`src/rtl/i2c_status_pkg.sv`:
```
package i2c_status_pkg;

   typedef struct packed {
      logic last_bit;
      logic gcall;
      logic addr_hit;
      logic arb_lost;
   } lo_flags_t;

   typedef struct packed {
      logic pend_n;
      logic busy;
      logic dir_tx;
      logic master;
   } hi_flags_t;

   localparam int FLAG_W = 4;
   localparam hi_flags_t HI_RESET = '{pend_n: 1'b1, busy: 1'b0, dir_tx: 1'b0, master: 1'b0};
   localparam lo_flags_t LO_RESET = '0;

endpackage

```
`src/rtl/i2c_bus_cond_detect.sv`:
```
module i2c_bus_cond_detect #(
   parameter int SYNC_STAGES = 2
) (
   input  logic clk,
   input  logic rst_n,
   input  logic scl_in,
   input  logic sda_in,
   output logic start_det,
   output logic stop_det
);

   localparam int LAST = SYNC_STAGES - 1;

   logic [LAST:0] scl_chain;
   logic [LAST:0] sda_chain;
   logic          scl_prev;
   logic          sda_prev;

   generate
      if (SYNC_STAGES < 2) begin : g_bad_depth
         $error("i2c_bus_cond_detect: SYNC_STAGES must be at least 2");
      end

      for (genvar i = 0; i < SYNC_STAGES; i++) begin : g_sync
         if (i == 0) begin : g_first
            always_ff @(posedge clk or negedge rst_n) begin
               if (!rst_n) begin
                  scl_chain[0] <= 1'b1;
                  sda_chain[0] <= 1'b1;
               end else begin
                  scl_chain[0] <= scl_in;
                  sda_chain[0] <= sda_in;
               end
            end
         end else begin : g_next
            always_ff @(posedge clk or negedge rst_n) begin
               if (!rst_n) begin
                  scl_chain[i] <= 1'b1;
                  sda_chain[i] <= 1'b1;
               end else begin
                  scl_chain[i] <= scl_chain[i-1];
                  sda_chain[i] <= sda_chain[i-1];
               end
            end
         end
      end
   endgenerate

   always_ff @(posedge clk or negedge rst_n) begin
      if (!rst_n) begin
         scl_prev <= 1'b1;
         sda_prev <= 1'b1;
      end else begin
         scl_prev <= scl_chain[LAST];
         sda_prev <= sda_chain[LAST];
      end
   end

   // Conditions count only when SCL was high on both sides of the SDA edge.
   always_comb begin
      start_det = scl_prev & scl_chain[LAST] & sda_prev & ~sda_chain[LAST];
      stop_det  = scl_prev & scl_chain[LAST] & ~sda_prev & sda_chain[LAST];
   end

endmodule

```
`src/rtl/i2c_lo_flag_unit.sv`:
```
module i2c_lo_flag_unit
   import i2c_status_pkg::*;
(
   input  logic      clk,
   input  logic      rst_n,
   input  logic      start_det,
   input  logic      stop_det,
   input  logic      ack_mode,
   input  logic      ev_ack,
   input  logic      ack_level,
   input  logic      ev_rx_last,
   input  logic      rx_bit,
   input  logic      arb_take,
   input  logic      addr_take,
   input  logic      gcall_take,
   input  logic      dsr_wr,
   output lo_flags_t lo_q
);

   lo_flags_t lo_d;

   always_comb begin
      lo_d = lo_q;
      // CPU side: a data register write clears these; events below override.
      if (dsr_wr) begin
         lo_d.last_bit = 1'b0;
         lo_d.addr_hit = 1'b0;
         lo_d.arb_lost = 1'b0;
      end
      if (ack_mode && ev_ack)        lo_d.last_bit = ack_level;
      if (!ack_mode && ev_rx_last)   lo_d.last_bit = rx_bit;
      if (arb_take)                  lo_d.arb_lost = 1'b1;
      if (start_det || stop_det)     lo_d.gcall    = 1'b0;
      if (addr_take || gcall_take)   lo_d.addr_hit = 1'b1;
      if (gcall_take)                lo_d.gcall    = 1'b1;
   end

   always_ff @(posedge clk or negedge rst_n) begin
      if (!rst_n) lo_q <= LO_RESET;
      else        lo_q <= lo_d;
   end

endmodule

```
`src/rtl/i2c_hi_flag_unit.sv`:
```
module i2c_hi_flag_unit
   import i2c_status_pkg::*;
#(
   parameter bit IRQ_REGISTERED = 1'b1
) (
   input  logic      clk,
   input  logic      rst_n,
   input  logic      iface_en,
   input  logic      start_det,
   input  logic      stop_det,
   input  logic      start_req,
   input  logic      ev_byte_end,
   input  logic      no_ack,
   input  logic      arb_take,
   input  logic      addr_take,
   input  logic      addr_rw,
   input  logic      dsr_wr,
   input  logic      wr_hi,
   input  hi_flags_t wr_data,
   output hi_flags_t hi_q,
   output logic      irq
);

   hi_flags_t hi_d;
   logic      drop_master_q;
   logic      drop_master_d;
   logic      fall_now;

   always_comb begin
      hi_d          = hi_q;
      drop_master_d = drop_master_q;

      // CPU writes first, so every hardware rule below takes precedence.
      if (wr_hi) begin
         hi_d.pend_n = wr_data.pend_n;
         hi_d.dir_tx = wr_data.dir_tx;
         hi_d.master = wr_data.master;
         if (hi_q.master && hi_q.dir_tx) hi_d.busy = wr_data.busy;
      end
      if (dsr_wr) hi_d.pend_n = 1'b1;

      if (start_det) hi_d.busy = 1'b1;
      if (stop_det)  hi_d.busy = 1'b0;

      if (addr_take)                                hi_d.dir_tx = addr_rw;
      if (start_req && hi_q.busy)                   hi_d.dir_tx = 1'b0;
      if (stop_det)                                 hi_d.dir_tx = 1'b0;
      if (!hi_q.master && (start_det || no_ack))    hi_d.dir_tx = 1'b0;
      if (arb_take) begin
         hi_d.dir_tx   = 1'b0;
         drop_master_d = 1'b1;
      end

      if (ev_byte_end) begin
         hi_d.pend_n = 1'b0;
         if (drop_master_q || arb_take) hi_d.master = 1'b0;
         drop_master_d = 1'b0;
      end

      if (!iface_en) begin
         hi_d.pend_n = 1'b1;
         hi_d.busy   = 1'b0;
      end
   end

   always_ff @(posedge clk or negedge rst_n) begin
      if (!rst_n) begin
         hi_q          <= HI_RESET;
         drop_master_q <= 1'b0;
      end else begin
         hi_q          <= hi_d;
         drop_master_q <= drop_master_d;
      end
   end

   assign fall_now = hi_q.pend_n & ~hi_d.pend_n;

   generate
      if (IRQ_REGISTERED) begin : g_irq_reg
         logic irq_q;
         always_ff @(posedge clk or negedge rst_n) begin
            if (!rst_n) irq_q <= 1'b0;
            else        irq_q <= fall_now;
         end
         assign irq = irq_q;
      end else begin : g_irq_comb
         assign irq = fall_now;
      end
   endgenerate

endmodule

```
`src/rtl/i2c_status_flags.sv`:
```
module i2c_status_flags
   import i2c_status_pkg::*;
#(
   parameter int SYNC_STAGES    = 2,
   parameter bit IRQ_REGISTERED = 1'b1
) (
   input  logic              clk,
   input  logic              rst_n,
   input  logic              scl_in,
   input  logic              sda_in,
   input  logic              iface_en,
   input  logic              ev_byte_end,
   input  logic              ev_ack,
   input  logic              ack_level,
   input  logic              ev_rx_last,
   input  logic              rx_bit,
   input  logic              ack_mode,
   input  logic              ev_arb_lost,
   input  logic              ev_addr_match,
   input  logic              ev_gen_call,
   input  logic              addr_rw,
   input  logic              start_req,
   input  logic              dsr_wr,
   input  logic              wr_hi,
   input  logic [FLAG_W-1:0] wr_hi_data,
   output logic [FLAG_W-1:0] lo_flags,
   output logic [FLAG_W-1:0] hi_flags,
   output logic              irq,
   output logic              scl_hold
);

   logic      start_det;
   logic      stop_det;
   lo_flags_t lo_q;
   hi_flags_t hi_q;
   logic      arb_take;
   logic      addr_take;
   logic      gcall_take;
   logic      no_ack;

   i2c_bus_cond_detect #(.SYNC_STAGES(SYNC_STAGES)) u_detect (
      .clk       (clk),
      .rst_n     (rst_n),
      .scl_in    (scl_in),
      .sda_in    (sda_in),
      .start_det (start_det),
      .stop_det  (stop_det)
   );

   // Event qualification shared by both flag groups.
   assign arb_take   = ev_arb_lost & hi_q.master & hi_q.dir_tx;
   assign addr_take  = ev_addr_match & ~hi_q.master;
   assign gcall_take = ev_gen_call & ~hi_q.master;
   assign no_ack     = ev_ack & ack_level;

   i2c_lo_flag_unit u_lo (
      .clk        (clk),
      .rst_n      (rst_n),
      .start_det  (start_det),
      .stop_det   (stop_det),
      .ack_mode   (ack_mode),
      .ev_ack     (ev_ack),
      .ack_level  (ack_level),
      .ev_rx_last (ev_rx_last),
      .rx_bit     (rx_bit),
      .arb_take   (arb_take),
      .addr_take  (addr_take),
      .gcall_take (gcall_take),
      .dsr_wr     (dsr_wr),
      .lo_q       (lo_q)
   );

   i2c_hi_flag_unit #(.IRQ_REGISTERED(IRQ_REGISTERED)) u_hi (
      .clk         (clk),
      .rst_n       (rst_n),
      .iface_en    (iface_en),
      .start_det   (start_det),
      .stop_det    (stop_det),
      .start_req   (start_req),
      .ev_byte_end (ev_byte_end),
      .no_ack      (no_ack),
      .arb_take    (arb_take),
      .addr_take   (addr_take),
      .addr_rw     (addr_rw),
      .dsr_wr      (dsr_wr),
      .wr_hi       (wr_hi),
      .wr_data     (hi_flags_t'(wr_hi_data)),
      .hi_q        (hi_q),
      .irq         (irq)
   );

   assign lo_flags = lo_q;
   assign hi_flags = hi_q;
   assign scl_hold = iface_en & ~hi_q.pend_n;

endmodule

```
`config.mk`:
```
export PLATFORM = sky130hd
export DESIGN_NAME = i2c_status_flags
export DESIGN_NICKNAME = d
export VERILOG_FILES = /design/src/rtl/i2c_status_pkg.sv /design/src/rtl/i2c_bus_cond_detect.sv /design/src/rtl/i2c_lo_flag_unit.sv /design/src/rtl/i2c_hi_flag_unit.sv /design/src/rtl/i2c_status_flags.sv
export SDC_FILE = /design/constraint.sdc
export NUM_CORES = 1
export LEC_CHECK = 0
export CAP_MARGIN = 0
export CORE_UTILIZATION = 34
export DETAILED_ROUTE_END_ITERATION = 6
export PLACE_DENSITY_LB_ADDON = 0.08
export SYNTH_ARGS = -nofsm -noshare
export SYNTH_HDL_FRONTEND = slang
export SYNTH_SLANG_ARGS = --single-unit
```
`constraint.sdc`:
```
create_clock -name clk -period 1.2 [get_ports clk]
set_input_delay 0.12 -clock clk [delete_from_list [all_inputs] [get_ports clk]]
set_output_delay 0.12 -clock clk [all_outputs]
set_load 0.03 [all_outputs]
```
==> key figures, run 1 <==
Final layout
  • Nets: approximately 120
  • Fin util: 0.6194
  • Syn-to-layout area delta: 70.41%
  • Share of cells above drive strength 1: 0.2903
  • Diode count: 0

Synth
  • Flop and latch count out of synthesis: 16
  • Synthesized net count: slightly above 70
  • Mapped Area: 634.4 um^2
  • Mapped Cells: 50
  • Synth cell types: 21
  • Top cell type's share of synthesized area: 0.3550
  • Yosys top cell by area: dfrtp_1
  • Sequential share of the synthesized area: 0.6450
  • Yosys warning total: 0
  • Avg Inst Size Synth: about 13 um^2
  • Synth top area cells: dfrtp_1 (36%), dfstp_2 (29%), nor2b_1 (3.9%)

Worst setup path
  • Critical Path RT: about 1400 ps
  • WS Path Type: flip-flop to flip-flop
  • CP endpoint kind: flip-flop
  • Worst EP arrival: around 1400 ps
  • Crit Path Max Fanout: 3
  • CP startpoint kind: flip-flop

CTS
  • CTS root buf: clkbuf_4
  • CTS Hold Bufs: 0
  • Clock Sinks: 16
  • Total CTS buffers: 3
  • Clk Latency, worst-skew pair: around 280 ps
  • Worst-path clk slew: roughly 90 ps
  • CTS tree: done
  • Max Buffers Root-to-Sink: 2
  • H-tree depth: 1

Detailed routing
  • Post-Route WL: 1.523 mm
  • Routed Antenna Nets: 0
  • First-pass DRT Iterations: 4
  • Vias: between 500 and 600
  • Residual DRC: 0
  • Initial DRC count: 8
  • DR vias/cell: approximately 4.7
  • Routed length per instance: approximately 13 um

Timing
  • FMAX: 838.9 MHz
  • RSZ-0062 raised after global routing: yes
  • Max-slew headroom: 0.7942
  • Setup Total Neg Slack: 0 ps
  • Setup-failing EPs final: 0
  • Tmin final: 1192 ps
  • Period utilization: 0.9933
  • Final Skew: a little under 5 ps
  • Final hold vios: 0
  • Worst Tran Pin Value: 306.8 ps
  • Max-slew violations: 0

Global routing
  • GRT Util Overall: 0.1581
  • Global-route wire length before repair: between 2 and 2.5 mm
  • Largest net degree at the start of global routing: 17
  • Gr ovfl total: 0
  • Antenna violations before repair: 0
  • Number of global-route vias before repair: 492

Floorplanning
  • Core ar.: 1745 um^2
  • Die extent in x: about 45 um
  • # IOs: 32
  • Die height: roughly 45 um
  • Row count: 15
  • Die area: 2043 um^2
  • Initial Util: 0.3634

Placed design
  • Global placement routability congestion: ~0.69
  • Port-buffer cells: 31
  • Hpwl dp: ~1.1 mm

Pwr
  • Power Density: between 1000 and 1500 nW/um^2
  • Leak: 0.4796 nW
  • Maximum vdd drop: 0.001049 V

Hold path
  • Tightest Hold Check Type: input port to async pin

Outcome
  • Outcome: completed

Run
  • Max cap viols: 0
==> synthesized netlist by cell type, drive strengths merged <==
master and number:
nor2b 4, nand3 2, o22ai 1, inv 3, dfrtp 9, nand4b 2
a32o 1, mux2i 2, o21ai 2, nor2 1, a221oi 1, nand2b 2
o211a 1, a211oi 2, a2111oi 1, dfstp 7, or3b 1, a21oi 2
nand2 3, a31oi 2, nor3b 1
==> layout by cell type, fill, tap and decap left out, types with 2 or more instances in the layout <==
cell type and count:
a211oi_1 2, nand2_1 2, clkdlybuf4s50_1 21, o21ai_0 2, nor2b_1 4, clkdlybuf4s15_1 2, nand4b_1 2, dfstp_2 7
a31oi_1 2, a21oi_1 2, clkbuf_4 3, dlygate4sd2_1 4, nand2b_1 2, mux2i_1 2, buf_4 11, dfrtp_1 9
inv_1 3
==> logic make-up (layout without fill, tap and decap cells) <==
kind of cell    after synthesis  after routing  synth area share
simple gates                 16             16            0.1519
compound gates               13             13            0.1538
buf+inv                       3             46           0.01775
flops                        16             16            0.6450
mux                           2              2           0.03156
==> per-stage QoR <==
step	setup WS, ps	hold slack, ps	cell area [um^2]	power [mW]	instances
final	8.026	152.2	1081	1.348	118
after global routing	-55.79	154.6	1081	1.429	118
after floorplan	11.73	-175.6	634.4	0.7990	50
after detailed placement	-119.2	347.2	1028	1.010	114
after global placement	-106.6	346.3	1028	1.008	114
after CTS	6.840	151.1	1056	1.345	118
==> critical path, stage by stage (launching register included) <==
cell	delay [ps]
dfstp_2	540
buf_4	100
nand4b_1	150
a32o_1	300
==> flip-flops by register name, indices dropped and copies added (netlist names) <==
register,flops
u_detect.scl_chain,2
u_detect.scl_prev,1
u_detect.sda_chain,2
u_detect.sda_prev,1
u_hi.drop_master_q,1
u_hi.hi_q,4
u_hi.irq,1
u_lo.lo_q,4
==> repair_timing <==
action | CTS | global route
endpoints found under the setup margin | 8 | 6
resized for setup | 7 | 8
pin swaps | 1 | 1
buffers inserted | 0 | 0
gates cloned | 0 | 0
hold endpoints to repair | 0 | 0
==> per-layer routing <==
metal	vias to the layer above	wire (um)	GRT usage
li1	276	-	-
met3	2	124	0.04800
met1	253	680	0.2284
met4	0	4	0.08485
met2	25	713	0.2087
met5	-	0	0
==> area by class of cell <==
type / instances / area (um^2)
multi-input combinational: 31 / 240.2
inverter: 3 / 11.26
sequential: 16 / 409.1
clock buffer: 4 / 36.28
fill: 154 / 664.4
tap: 25 / 31.28
timing repair buffer: 39 / 352.8
==> report_power, final <==
| group | internal, mW | total, mW | switching, mW | leakage, nW |
|---|---|---|---|---|
| Combinational | 0.181 | 0.371 | 0.190 | 0.273 |
| Clock | 0.184 | 0.345 | 0.161 | 0.0210 |
| Sequential | 0.600 | 0.632 | 0.0324 | 0.185 |
| Total | 0.965 | 1.35 | 0.383 | 0.480 |
==> path summary, 6_finish.rpt <==
path / slack, ps / cells past startpoint / start / to
worst max-delay path: 8 / 3 / u_detect.scl_chain[1] / u_lo.lo_q[2]
worst min-delay path: 150 / 2 / rst_n / u_lo.lo_q[3]
worst max register to register: 8 / 3 / u_detect.scl_chain[1] / u_lo.lo_q[2]
worst min register to register: 360 / 0 / u_detect.sda_chain[0] / u_detect.sda_chain[1]
max in group asynchronous: 790 / 2 / rst_n / u_detect.sda_chain[1]
min in group clk: 240 / 1 / sda_in / u_detect.sda_chain[0]
Power figures use the tool's default switching activity.
==> run 2: changes to the inputs <==
CORE_UTILIZATION = 35   (was 34)
SYNTH_HIERARCHICAL = 1   (was not set)
==> key figures, run 2 <==
Outcome
  • Outcome: complete, but fails checks
  • Failing checks: negative setup slack

Placed design
  • Port-buffer cells: 31
  • Hpwl dp: approximately 1.2 mm
  • Global placement routability congestion: between 0.7 and 0.8
  • DP Area: about 1100 um^2

Timing
  • Final hold vios: 0
  • Max-slew violations: 0
  • Final Skew: just under 0.9 ps
  • Hold WS: around 140 ps
  • Worst Tran Pin Value: ~300 ps
  • RSZ-0062 raised after global routing: yes
  • FMAX: approximately 780 MHz
  • Final worst slack: -77.28 ps
  • Setup-failing EPs final: 3
  • Period utilization: 1.064
  • Max-slew headroom: 0.8012
  • Tmin final: between 1000 and 1500 ps
  • Setup Total Neg Slack: -128.0 ps

Worst setup path
  • CP endpoint kind: flip-flop
  • Critical Path RT: roughly 1400 ps
  • Crit Path Max Fanout: 4
  • Worst EP arrival: between 1000 and 1500 ps
  • CP startpoint kind: flip-flop
  • WS Path Type: flip-flop to flip-flop

CTS
  • CTS root buf: clkbuf_4
  • Worst-path clk slew: ~90 ps
  • Max Buffers Root-to-Sink: 2
  • Total CTS buffers: 3
  • Clk Latency, worst-skew pair: 290 ps
  • Clock Sinks: 16
  • H-tree depth: 1
  • CTS tree: done

Global routing
  • Largest net degree at the start of global routing: 17
  • Antenna violations before repair: 0
  • Gr ovfl total: 0
  • GRT Util Overall: 0.1702
  • Global-route wire length before repair: 2.408 mm
  • Number of global-route vias before repair: about 560

Floorplanning
  • Row count: 15
  • Initial Util: 0.3823
  • Die extent in x: roughly 46 um
  • Core ar.: 1764 um^2
  • Die area: about 2100 um^2
  • # IOs: 32
  • Die height: roughly 46 um

Final layout
  • Diode count: 0
  • Most frequent cells in the layout: clkdlybuf4s50_1 (21), buf_4 (13), dfstp_2 (7), dfrtp_1 (7), nor2b_1 (5)
  • Syn-to-layout area delta: 71.06%
  • Fillers: about 180
  • Biggest regs: u_hi/hi_q (4), u_lo/lo_q (4)
  • Multi-input logic area: approximately 280 um^2
  • Most common cell after layout, fill and taps aside: clkdlybuf4s50_1
  • Share of cells above drive strength 1: 0.3700
  • Fin util: 0.6539
  • Register area: 411.6 um^2
  • Nets: 123
  • Post-Layout Inst Area: between 1000 and 1500 um^2

Detailed routing
  • Routed length per instance: about 12 um
  • DR vias/cell: about 4.6
  • Residual DRC: 0
  • Routed Antenna Nets: 0
  • Initial DRC count: 6
  • Post-Route WL: about 1.5 mm
  • First-pass DRT Iterations: 2
  • Vias: 578

Hold path
  • Tightest Hold Check Type: input port to async pin

Pwr
  • Power Density: around 1200 nW/um^2
  • Pwr Total: 1.411 mW
  • Leak: approximately 0.52 nW
  • Maximum vdd drop: 0.0009807 V

Synth
  • Flop and latch count out of synthesis: 16
  • Mapped Cells: between 50 and 60
  • Most frequent cells after synthesis: dfrtp_1 (9), dfstp_2 (7), nor2b_1 (5)
  • EDFF count, synth: 0
  • Top cell type's share of synthesized area: 0.3340
  • Synth top area cells: dfrtp_1 (33%), dfstp_2 (27%), nor2b_1 (4.6%)
  • Count leader, synth: dfrtp_1
  • Yosys warning total: 6
  • Avg Inst Size Synth: between 10 and 15 um^2
  • Synth cell types: 24
  • Sequential share of the synthesized area: 0.6067
  • Synth Flop Type: dfrtp_1
  • Async SR Flop Fraction: 1.000
  • Synthesized net count: 76
  • Yosys top cell by area: dfrtp_1
  • Mapped Area: just under 700 um^2

Run
  • Max cap viols: 0
-- run 2: changes by cell type after synthesis, sizes merged, moves of 2 or more --
cell / previous run / this run
a21o: 0 / 2
a31oi: 2 / 0
and4b: 0 / 2
nand2: 3 / 1
nand2b: 2 / 0
nand4b: 2 / 0
nor2: 1 / 4
-- run 2: logic make-up after synthesis --
group | Yosys count | share of synthesized area
AO/OA/AOI/OAI | 13 | 0.1558
buffers and inverters | 3 | 0.01670
flip-flops | 16 | 0.6067
multiplexers | 2 | 0.02969
AND/OR/NAND/NOR | 20 | 0.1911
-- run 2: per-layer routing --
layer	vias up	wire [um]	track usage
met1	266	729	0.2236
met4	0	36	0.08824
li1	289	-	-
met2	19	700	0.2620
met5	-	0	0
met3	4	72	0.03571
-- run 2: timing repair --
action                                  in CTS  in global routing
endpoints found under the setup margin      11                  9
hold buffers                                 0                  0
setup buffers                                1                  1
gates resized for setup                     10                  7
pin swaps                                    2                  2
-- run 2: path summary, 6_finish.rpt --
path	depth (start not counted)	end	slack (ps)	from
setup / recovery	3	u_hi/hi_q[2]	-80	u_detect/scl_prev
hold / removal	2	u_lo/lo_q[3]	140	rst_n
setup reg to reg	3	u_hi/hi_q[2]	-80	u_detect/scl_prev
hold reg to reg	0	u_detect/sda_chain[1]	360	u_detect/sda_chain[0]
max in group asynchronous	2	u_detect/scl_chain[1]	810	rst_n
min in group clk	1	u_detect/scl_chain[0]	230	scl_in
-- run 2: worst max-delay path, stage by stage (launching register included) --
cell,delay (ps)
dfstp_2,540
and4b_2,280
nor3_2,70
a2111oi_4,300
-- run 2: power breakdown --
group / total, mW / switching [mW] / internal [mW] / leakage (nW)
clock network: 0.359 / 0.175 / 0.185 / 0.0210
registers: 0.636 / 0.0315 / 0.605 / 0.183
logic: 0.416 / 0.204 / 0.212 / 0.313
total: 1.41 / 0.410 / 1.00 / 0.516
-- run 2: cell type report --
type / instances / area share
multi-input cells: 35 / 0.2462
flip-flops and latches: 16 / 0.3568
well taps: 25 / 0.02711
inverters: 3 / 0.009761
clock buffers: 4 / 0.03145
repair buffers: 42 / 0.3286
-- run 2: metrics by stage --
| stage | setup slack (ps) | instances |
|---|---|---|
| after global placement | -74.92 | 119 |
| after global routing | -133.0 | 125 |
| final | -77.28 | 125 |
| after CTS | -90.58 | 124 |
| after floorplan | -27.97 | 54 |
| after detailed placement | -96.53 | 119 |
==> run 3: changes to the inputs <==
==> constraint.sdc (replaced) <==
create_clock -name clk -period 1.2 [get_ports clk]
set_input_delay 0.3 -clock clk [delete_from_list [all_inputs] [get_ports clk]]
set_output_delay 0.3 -clock clk [all_outputs]
set_load 0.03 [all_outputs]
==> key figures, run 3 (same netlist as run 2, synthesis figures left out) <==
Outcome
  • Outcome: complete, but fails checks
  • Failing checks: negative setup slack

CTS
  • CTS root buf: clkbuf_4
  • CTS tree: done
  • Max Buffers Root-to-Sink: 2
  • H-tree depth: 1
  • Total CTS buffers: 3
  • Clock Sinks: 16
  • Clk Latency, worst-skew pair: roughly 280 ps
  • CTS Hold Bufs: 0
  • Worst-path clk slew: roughly 90 ps

Pwr
  • Maximum vdd drop: around 0.00070 V
  • Pwr Total: roughly 1.5 mW
  • Leak: about 0.57 nW
  • Power Density: ~1200 nW/um^2

Timing
  • Final hold vios: 0
  • Final Skew: roughly 3.5 ps
  • Max-slew violations: 0
  • FMAX: 762.5 MHz
  • Worst Tran Pin Value: between 200 and 250 ps
  • Tmin final: roughly 1300 ps
  • Setup-failing EPs final: 7
  • Period utilization: 1.093
  • Final worst slack: -111.6 ps
  • Max-slew headroom: 0.8451
  • RSZ-0062 raised after global routing: yes

Detailed routing
  • Initial DRC count: 5
  • Routed Antenna Nets: 0
  • Vias: 614
  • DR vias/cell: between 4 and 5
  • Post-Route WL: roughly 1.7 mm
  • Residual DRC: 0
  • First-pass DRT Iterations: 3
  • Routed length per instance: 12.82 um

Run
  • Max cap viols: 0

Hold path
  • Tightest Hold Check Type: input port to async pin

Placed design
  • DP Area: ~1100 um^2
  • Port-buffer cells: 31
  • Place WS: -244.8 ps
  • Global placement routability congestion: 0.7636
  • Post-Place Cells: ~120
  • Hpwl dp: between 1 and 1.5 mm

Floorplanning
  • Die area: between 2000 and 2500 um^2
  • Die height: ~46 um
  • Die extent in x: 45.90 um
  • # IOs: 32
  • Initial Util: 0.3823
  • Core ar.: between 1500 and 2000 um^2
  • Row count: 15

Worst setup path
  • Worst r2r path cells: 3
  • Critical Path RT: approximately 900 ps
  • Crit path depth: 2
  • WS Path Type: flip-flop to primary output
  • Slowest stage delay, CP: about 560 ps
  • Worst EP arrival: 1010 ps
  • CP endpoint kind: primary output
  • Buf/Inv on CP: 1
  • Crit path cell chain: nor2b_2 -> buf_6
  • Critical-path top delay cell: dfstp_2
  • CP startpoint kind: flip-flop
  • Delay-heaviest family, CP: flip-flops
  • Crit Path Max Fanout: 3

Global routing
  • Global-route wire length before repair: around 2.6 mm
  • Largest net degree at the start of global routing: 17
  • GRT Util Overall: 0.1773
  • Number of global-route vias before repair: approximately 600
  • Gr ovfl total: 0
  • Antenna violations before repair: 0

Final layout
  • Biggest regs: u_hi/hi_q (4), u_lo/lo_q (4)
  • Share of cells above drive strength 1: 0.5093
  • Diode count: 0
  • Syn-to-layout area delta: 88.31%
  • Most common cell after layout, fill and taps aside: clkdlybuf4s50_1
  • Nets: around 130
  • Fin util: 0.7199
  • Most frequent cells in the layout: clkdlybuf4s50_1 (20), buf_4 (18), buf_6 (10), dfstp_2 (7), dfrtp_1 (7)
  • Final Non-Filler Cells: roughly 130
  • Post-Layout Inst Area: 1270 um^2
==> run 3: cell types whose count changed in the layout (fill, tap and decap cells not counted), sizes merged <==
cell / delta
clkdlybuf4s15: -2
clkbuf: -1
dlygate4sd2: -3
clkdlybuf4s50: -1
buf: +15
==> run 3: power by group <==
group / internal, mW / switching [mW] / total [mW] / leakage (nW)
combinational: 0.299 / 0.230 / 0.529 / 0.368
sequential: 0.605 / 0.0320 / 0.637 / 0.183
clock: 0.185 / 0.163 / 0.347 / 0.0210
==> run 3: final timing paths <==
| path | startpoint | to | slack, ps |
|---|---|---|---|
| max | u_hi/hi_q[3] | scl_hold | -110 |
| min | rst_n | u_lo/lo_q[3] | 340 |
| max reg2reg | u_detect/scl_prev | u_hi/hi_q[2] | -90 |
| min reg2reg | u_detect/scl_chain[0] | u_detect/scl_chain[1] | 370 |
| max in group asynchronous | rst_n | u_hi/hi_q[3] | 650 |
| min in group clk | u_detect/scl_chain[0] | u_detect/scl_chain[1] | 370 |
==> run 3: what timing repair did <==
| action | in CTS | in global routing |
|---|---|---|
| cloned | 0 | 0 |
| setup buffers | 6 | 1 |
| resized for setup | 14 | 8 |
| endpoints found under the setup margin | 8 | 9 |
| pin swaps | 3 | 2 |
==> run 3: stage by stage <==
| stage | hold WS (ps) | setup TNS [ps] |
|---|---|---|
| floorplan | 4.409 | -50.73 |
| global placement | 345.5 | -1741 |
| detailed placement | 355.1 | -1848 |
| CTS | 327.3 | -541.5 |
| global route | 335.5 | -788.6 |
| finish | 339.1 | -452.1 |
==> run 3: per-layer routing <==
layer	wire, um	vias to the layer above	GRT usage
met5	0	-	0
met1	736	289	0.2253
met3	76	4	0.03571
met4	28	0	0.08824
met2	864	19	0.2845
li1	-	302	-
==> run 3: cell type report <==
| cell class | count | area, um^2 |
|---|---|---|
| Sequential cell | 16 | 411.6 |
| Multi-Input combinational cell | 35 | 302.8 |
| Tap cell | 25 | 31.28 |
| Timing Repair Buffer | 50 | 476.7 |
| Inverter | 3 | 11.26 |
| Clock buffer | 4 | 36.28 |
| Fill cell | 130 | 494.2 |
